`src/rtl/frame_strobe_pkg.sv`:
```
package frame_strobe_pkg;

  // Strobes passed from the control module to the datapath module.
  typedef struct packed {
    logic live;     // the bus strobe is currently asserted (read or write)
    logic advance;  // an access ended at this clock edge
    logic clear;    // the grouping must restart at this clock edge
  } ctrlStrobes_t;

endpackage

```
`src/rtl/frame_strobe_ctrl.sv`:
```
module frame_strobe_ctrl
  import frame_strobe_pkg::*;
#(
  parameter int CNT_W = 4
) (
  input  logic             clk,
  input  logic             rst,
  input  logic             rdStrobe,
  input  logic             wrStrobe,
  input  logic [CNT_W-1:0] frameCount,
  output ctrlStrobes_t     ctrl
);

  logic             busActive;
  logic             busActiveQ;
  logic [CNT_W-1:0] cfgQ;

  // Read and write merge into a single access indication. When both are high
  // they still form one access.
  assign busActive = rdStrobe | wrStrobe;

  always_ff @(posedge clk) begin
    if (rst) begin
      busActiveQ <= 1'b0;
      cfgQ       <= frameCount;
    end else begin
      busActiveQ <= busActive;
      cfgQ       <= frameCount;
    end
  end

  always_comb begin
    ctrl.live    = busActive;
    ctrl.advance = busActiveQ & ~busActive;
    ctrl.clear   = (cfgQ != frameCount);
  end

endmodule

```
`src/rtl/frame_strobe_dp.sv`:
```
module frame_strobe_dp
  import frame_strobe_pkg::*;
#(
  parameter int CNT_W = 4
) (
  input  logic             clk,
  input  logic             rst,
  input  logic [CNT_W-1:0] frameCount,
  input  ctrlStrobes_t     ctrl,
  output logic             frameOut
);

  localparam logic [CNT_W-1:0] CNT_ZERO = '0;
  localparam logic [CNT_W-1:0] CNT_ONE  = {{(CNT_W-1){1'b0}}, 1'b1};

  logic [CNT_W-1:0] accessIdx;
  logic [CNT_W-1:0] accessIdxNext;
  logic             atGroupEnd;

  assign atGroupEnd = (accessIdx == frameCount);

  always_comb begin
    accessIdxNext = accessIdx;
    if (ctrl.clear)
      accessIdxNext = CNT_ZERO;
    else if (ctrl.advance)
      accessIdxNext = atGroupEnd ? CNT_ZERO : accessIdx + CNT_ONE;
  end

  always_ff @(posedge clk) begin
    if (rst) accessIdx <= CNT_ZERO;
    else     accessIdx <= accessIdxNext;
  end

  // The frame output is combinational, so it follows the live strobe
  // without an added cycle of delay.
  assign frameOut = ctrl.live & (accessIdx == CNT_ZERO);

endmodule

```
`src/rtl/frame_strobe_gen.sv`:
```
module frame_strobe_gen
  import frame_strobe_pkg::*;
#(
  parameter int CNT_W = 4
) (
  input  logic             clk,
  input  logic             rst,
  input  logic             rdStrobe,
  input  logic             wrStrobe,
  input  logic [CNT_W-1:0] frameCount,
  output logic             frameOut
);

  ctrlStrobes_t ctrlBus;

  frame_strobe_ctrl #(.CNT_W(CNT_W)) uCtrl (
    .clk        (clk),
    .rst        (rst),
    .rdStrobe   (rdStrobe),
    .wrStrobe   (wrStrobe),
    .frameCount (frameCount),
    .ctrl       (ctrlBus)
  );

  frame_strobe_dp #(.CNT_W(CNT_W)) uDp (
    .clk        (clk),
    .rst        (rst),
    .frameCount (frameCount),
    .ctrl       (ctrlBus),
    .frameOut   (frameOut)
  );

endmodule

```
`config.mk`:
```
export PLATFORM = sky130hd
export DESIGN_NAME = frame_strobe_gen
export DESIGN_NICKNAME = d
export VERILOG_FILES = /design/src/rtl/frame_strobe_pkg.sv /design/src/rtl/frame_strobe_ctrl.sv /design/src/rtl/frame_strobe_dp.sv /design/src/rtl/frame_strobe_gen.sv
export SDC_FILE = /design/constraint.sdc
export NUM_CORES = 1
export LEC_CHECK = 0
export BUFFER_PORTS_ARGS = -buffer_cell sky130_fd_sc_hd__buf_2
export CAP_MARGIN = 30
export CORE_AREA = 2 2 39 41
export DETAILED_ROUTE_END_ITERATION = 10
export DIE_AREA = 0 0 41 43
export GPL_TIMING_DRIVEN = 0
export PLACE_DENSITY = 0.57
export SLEW_MARGIN = 10
export SYNTH_ARGS = -nofsm -noshare
export SYNTH_HDL_FRONTEND = slang
export SYNTH_SLANG_ARGS = --single-unit
```
`constraint.sdc`:
```
create_clock -name clk -period 2.6 [get_ports clk]
set_input_delay 0.52 -clock clk [delete_from_list [all_inputs] [get_ports clk]]
set_output_delay 0.52 -clock clk [all_outputs]
set_load 0.03 [all_outputs]
```
==> run_results.csv, run 1 <==
group,metric,value,unit
worst_setup_path,start_kind,"flop",
timing,worst_clock_skew,0.00209,ns
clock_network,cts_buffers,3,
logic_synthesis,netlist_instances,41,
cells_and_area,register_area,180,um2
grt,grt_pass1_wl,1220,um
cells_and_area,fill_cells,149,
logic_synthesis,async_flop_share,0,%
die,rows,14,
clock_network,cts.sinks,9,
timing,min_period,1.85,ns
logic_synthesis,yosysMostFrequentCell,"dfxtp_1",
logic_synthesis,synth_nets,51,
clock_network,clkLatencyLatePin,0.26,ns
drt,drt_iter0_markers,4,
logic_synthesis,ys_dominant_reg_cell,"dfxtp_1",
worst_setup_path,crit_slowest_cell,"dfxtp_1",
pwr,leakagePower,0.190,nW
drt,drtPass1Iterations,4,
cells_and_area,finalNonFillerCells,69,
run,max_cap_viol_count,0,
worst_setup_path,path_buf_inv,2,
worst_setup_path,crit_path_end_kind,"output port",
timing,hold_viol,0,
worst_setup_path,path_cells,"inv_1, ha_1, nor4b_1, buf_2",
grt,grt_antenna_before_repair,0,
grt,grt_pass1_vias,326,
placement,placed_cells,65,
die,die_x,41,um
cells_and_area,multi_input_area,225,um2
drt,wl_per_cell,10.3,um
timing,rsz0062_at_grt,"no",
logic_synthesis,yosys-top-cells-area,"dfxtp_1, xnor2_1, xor2_1",
timing,slew-limit-headroom,82.1,%
cells_and_area,n_antenna_cell,0,
timing,min_period_over_period,71.0,%
die,die_area,0.00176,mm2
pwr,irDropWorstVdd,228,uV
logic_synthesis,yosysUniqueCellTypes,16,
die,ios,9,
worst_setup_path,cp.arrival,1.33,ns
grt,grt_overflow,0,
timing,finalSetupTns,0,ns
drt,antenna_left,0,
grt,grt_use_total,10.9,%
cells_and_area,layout-drive-gt1-share,28.3,%
drt,drc_errors,0,
timing,tightest_slew,0.265,ns
clock_network,cts_buffer_depth,2,
logic_synthesis,yosys_warnings,0,
logic_synthesis,synth-edff-count,0,
die,core_area,0.00138,mm2
cells_and_area,area_growth,20.9,%
clock_network,cts_tree,"built",
drt,vias,310,
die,dieHeight,43,um
clock_network,path_clk_slew,0.06,ns
logic_synthesis,synth_area,413,um2
logic_synthesis,yosysTopAreaCell,"dfxtp_1",
timing,slew_viol_final,0,
cells_and_area,fin_nets,64,
logic_synthesis,yosysSeqAreaShare,43.6,%
clock_network,cts_root_buf,"clkbuf_4",
logic_synthesis,syn_area_per_cell,10.1,um2
worst_setup_path,crit_path_max_incr_delay,0.34,ns
placement,dp_worst_setup_slack,0.861,ns
status,status,"finished, final reports clean",
drt,routed_wirelength,709,um
drt,via_per_inst,4.49,
placement,place_area,473,um2
pwr,powerDensity,553,mW/mm2
worst_setup_path,critPathKind,"flop to output port",
clock_network,holdBufCountCts,0,
logic_synthesis,synth_seq_cells,9,
logic_synthesis,netlist.area_leader.share,43.6,%
die,start_util,29.8,%
placement,portBuffers,8,
clock_network,htreeDepth,1,
worst_hold_path,hold_class,"input port to flop",
worst_setup_path,cp_top_family,"buffers and inverters",
grt,grt_max_degree,6,
clock_network,cts_resized,0,
placement,gp_congestion,0.742,
timing,max_freq,542,MHz
clock_network,cts_setup_buffers,0,
timing,worst_slack,0.753,ns
worst_setup_path,critPathMaxFanout,4,
worst_setup_path,required,2.08,ns
timing,whs,0.408,ns
cells_and_area,finalInstanceArea,499,um2
logic_synthesis,synthTopCellsByCount,"dfxtp_1, xnor2_1, nor2_1, xor2_1, nand3_1",
timing,setup_viol,0,
==> cell usage in the layout, fill, tap and decap left out <==
master | netlist | layout
dfxtp_1 | 9 | 9
or3b_4 | 1 | 1
nor4b_1 | 1 | 1
nor2_2 | 1 | 1
nand4_1 | 1 | 1
a21oi_1 | 1 | 1
clkbuf_4 | 0 | 3
nand3_1 | 3 | 3
nor3_1 | 1 | 1
ha_1 | 2 | 2
o211ai_2 | 1 | 1
nand2_1 | 1 | 1
nor2_4 | 1 | 1
buf_2 | 0 | 8
nor2_1 | 5 | 5
clkbuf_1 | 0 | 1
xor2_1 | 5 | 5
xnor2_1 | 6 | 6
inv_1 | 2 | 2
==> logic make-up after synthesis <==
family	synth area share, %
AND/OR/NAND/NOR	20.9
AO/OA/AOI/OAI	4.24
XOR/XNOR	23.3
adder cells (fa/ha/maj)	6.06
buffers and inverters	1.82
flip-flops	43.6
==> where the power goes <==
group          internal (mW)  total [mW]  switching (mW)
Clock                 0.0590       0.106          0.0466
Combinational         0.0123      0.0259          0.0136
Sequential             0.142       0.145         0.00230
Total                  0.214       0.276          0.0625
==> routing by layer <==
metal | track usage, % | share of wire (%) | wire [um]
met3 | 7.85 | 7.8 | 55
met4 | 4.00 | 0 | 0
met5 | 0 | 0 | 0
met1 | 10.0 | 42 | 298
met2 | 17.5 | 50 | 355
==> path summary, 6_finish.rpt <==
check | from | endpoint | slack, ns | cells past startpoint
hold / removal | frameCount[3] | uCtrl.cfgQ[3] | 0.41 | 1
setup reg to reg | uCtrl.busActiveQ | uDp.accessIdx[2] | 1.33 | 3
hold reg to reg | uCtrl.busActiveQ | uDp.accessIdx[1] | 0.50 | 2
setup / recovery | uDp.accessIdx[0] | frameOut | 0.75 | 4
==> registers in the layout, summed over array words and instances (netlist names) <==
name              cells
uDp.accessIdx         4
uCtrl.busActiveQ      1
uCtrl.cfgQ            4
==> stage by stage <==
stage | power [mW] | utilization [%]
2_1_floorplan | 0.162 | -
3_3_place_gp | 0.173 | 34.2
3_5_place_dp | 0.174 | 34.2
4_1_cts | 0.284 | 36.1
5_1_grt | 0.291 | 36.1
6_report | 0.276 | 36.1
==> final cells by class <==
cell class / count / area share, %
clock buffers: 4 / 5.26
inverters: 2 / 1.50
multi-input cells: 30 / 45.1
flip-flops and latches: 9 / 36.1
well taps: 16 / 4.01
repair buffers: 8 / 8.02
==> worst register-to-register path, delay by kind of cell, from the launching register on <==
kind	cells	cell delay [ns]
AOI/OAI and AO/OA	1	0.28
and+or+nand+nor	2	0.52
DFF	1	0.36
No activity file was read; power rests on OpenSTA's default activity.
==> run 2: changes to the inputs <==
- ABC_AREA: unset -> 1
- PLACE_DENSITY: 0.57 -> 0.64
- clock period: 2.6 -> 1.63 ns (I/O delays scaled with it)
==> run_results.csv, run 2 <==
group,metric,value,unit
logic_synthesis,yosys-top-cells-area,"dfxtp_1, nand2_1, inv_1",
worst_hold_path,hold_class,"input port to flop",
grt,grt_max_degree,6,
logic_synthesis,netlist_instances,66,
logic_synthesis,yosysMostFrequentCell,"nand2_1",
cells_and_area,fin_util,39.9,%
clock_network,cts_resized,0,
logic_synthesis,yosysUniqueCellTypes,16,
die,start_util,33.5,%
die,dieHeight,43,um
logic_synthesis,yosysSeqAreaShare,38.8,%
logic_synthesis,yosysTopAreaCell,"dfxtp_1",
logic_synthesis,synth_area,464,um2
cells_and_area,multi_input_area,239,um2
grt,grt_pass1_vias,359,
pwr,leakagePower,0.282,nW
cells_and_area,fill_cells,154,
die,die_x,41,um
grt,grt_use_total,11.4,%
clock_network,cts_buffer_depth,2,
drt,drtPass1Iterations,4,
cells_and_area,n_antenna_cell,0,
clock_network,htreeDepth,1,
timing,worst_clock_skew,0.00401,ns
cells_and_area,final_common_cell,"nand2_1",
drt,drc_errors,0,
cells_and_area,layout_common_cells,"nand2_1, inv_1, nor2_1",
clock_network,cts_setup_buffers,0,
timing,tightest_slew,0.192,ns
cells_and_area,area_growth,18.9,%
placement,portBuffers,8,
logic_synthesis,ys_dominant_reg_cell,"dfxtp_1",
worst_setup_path,cp.arrival,1.22,ns
logic_synthesis,yosys_warnings,0,
cells_and_area,largestRegisters,"uCtrl.cfgQ: 4 flops, uDp.accessIdx: 4 flops, uCtrl.busActiveQ: 1 flops",
worst_setup_path,required,1.30,ns
die,ios,9,
die,rows,14,
logic_synthesis,synth_nets,76,
logic_synthesis,netlist.area_leader.share,38.8,%
grt,grt_antenna_before_repair,0,
timing,slew-limit-headroom,87.2,%
pwr,powerDensity,829,mW/mm2
worst_setup_path,start_kind,"flop",
timing,hold_viol,0,
clock_network,cts_root_buf,"clkbuf_4",
logic_synthesis,synth_seq_cells,9,
grt,grt_pass1_wl,1300,um
drt,wl_per_cell,8.99,um
clock_network,holdBufCountCts,0,
logic_synthesis,synthTopCellsByCount,"nand2_1, inv_1, dfxtp_1, nor2_1, nand3_1",
worst_setup_path,critPathMaxFanout,4,
clock_network,cts_buffers,3,
cells_and_area,layout-drive-gt1-share,21.8,%
drt,vias,399,
drt,via_per_inst,4.24,
logic_synthesis,async_flop_share,0,%
timing,setup_viol,0,
timing,finalSetupTns,0,ns
clock_network,cts_tree,"built",
drt,routed_wirelength,845,um
cells_and_area,register_area,181,um2
clock_network,clkLatencyLatePin,0.27,ns
drt,drt_iter0_markers,6,
timing,slew_viol_final,0,
run,max_cap_viol_count,0,
placement,dp.final_hpwl,630,um
die,die_area,0.00176,mm2
drt,antenna_left,0,
clock_network,cts.sinks,9,
logic_synthesis,synth-edff-count,0,
pwr,irDropWorstVdd,310,uV
timing,min_period_over_period,94.9,%
clock_network,path_clk_slew,0.07,ns
status,status,"finished, final reports clean",
timing,min_period,1.55,ns
placement,gp_congestion,0.744,
die,core_area,0.00138,mm2
timing,max_freq,646,MHz
timing,rsz0062_at_grt,"no",
worst_setup_path,crit_path_end_kind,"output port",
grt,grt_overflow,0,
cells_and_area,fin_nets,89,
logic_synthesis,syn_area_per_cell,7.03,um2
worst_setup_path,critPathKind,"flop to output port",
[run 2: cell count changes after synthesis, sizes merged]
cell	delta
nor4b	-1
nor2	+4
xnor2	-5
nand4	-1
nor3	-1
xor2	-2
inv	+10
or3b	-1
o21ai	+1
nand2	+19
nand3	+2
[run 2: area by class of cell]
| type | count | share of cell area, % |
|---|---|---|
| multi-input combinational | 45 | 43.3 |
| tap | 16 | 3.63 |
| sequential | 9 | 32.9 |
| inverter | 12 | 8.16 |
| clock buffer | 4 | 4.76 |
| timing repair buffer | 8 | 7.26 |
[run 2: kinds of logic after synthesis]
| group | count (synthesis) | share of synthesized area (%) |
|---|---|---|
| adders and majority gates | 2 | 5.39 |
| xor gates and xnor gates | 4 | 7.55 |
| AOI/OAI and AO/OA | 3 | 3.77 |
| buffers and inverters | 12 | 9.70 |
| and+or+nand+nor | 36 | 34.8 |
| DFF | 9 | 38.8 |
[run 2: path summary, 6_finish.rpt]
| path | start | endpoint | slack, ns | cells past startpoint |
|---|---|---|---|---|
| worst max-delay path | uDp.accessIdx[1] | frameOut | 0.08 | 5 |
| worst min-delay path | frameCount[3] | uCtrl.cfgQ[3] | 0.20 | 1 |
| worst max register to register | uDp.accessIdx[1] | uDp.accessIdx[1] | 0.56 | 4 |
| worst min register to register | uDp.accessIdx[0] | uDp.accessIdx[0] | 0.58 | 2 |
[run 2: metal layers]
metal	up-vias	share of wire, %	wire length, um	GRT usage, %
li1	220	-	-	-
met1	165	49	412	13.6
met2	12	44	369	15.6
met5	-	0	0	0
met4	0	2.2	19	10.0
met3	2	5.2	44	3.14
[run 2: metrics by stage]
stage               cell area, um2  hold WS, ns  power, mW  setup WS, ns  std cells
detailed placement             524        0.475      0.284         0.343         90
CTS                            551        0.201      0.460        0.0317         94
global placement               524        0.472      0.283         0.352         90
floorplan                      464        0.354      0.265         0.301         66
global route                   552        0.196      0.477        0.0178         94
finish                         552        0.199      0.458        0.0827         94
[run 2: critical path, cell delays in order (launching register included)]
cell and delay (ns):
dfxtp_1 0.34, inv_1 0.11, ha_1 0.16, nand3_1 0.08, nor2_1 0.08, buf_2 0.20
[run 2: power breakdown]
| part | leakage [nW] | internal (mW) | total, mW | switching (mW) |
|---|---|---|---|---|
| Sequential | 0.0749 | 0.227 | 0.231 | 0.00426 |
| Clock | 0.0150 | 0.0947 | 0.179 | 0.0842 |
| Combinational | 0.192 | 0.0196 | 0.0474 | 0.0279 |
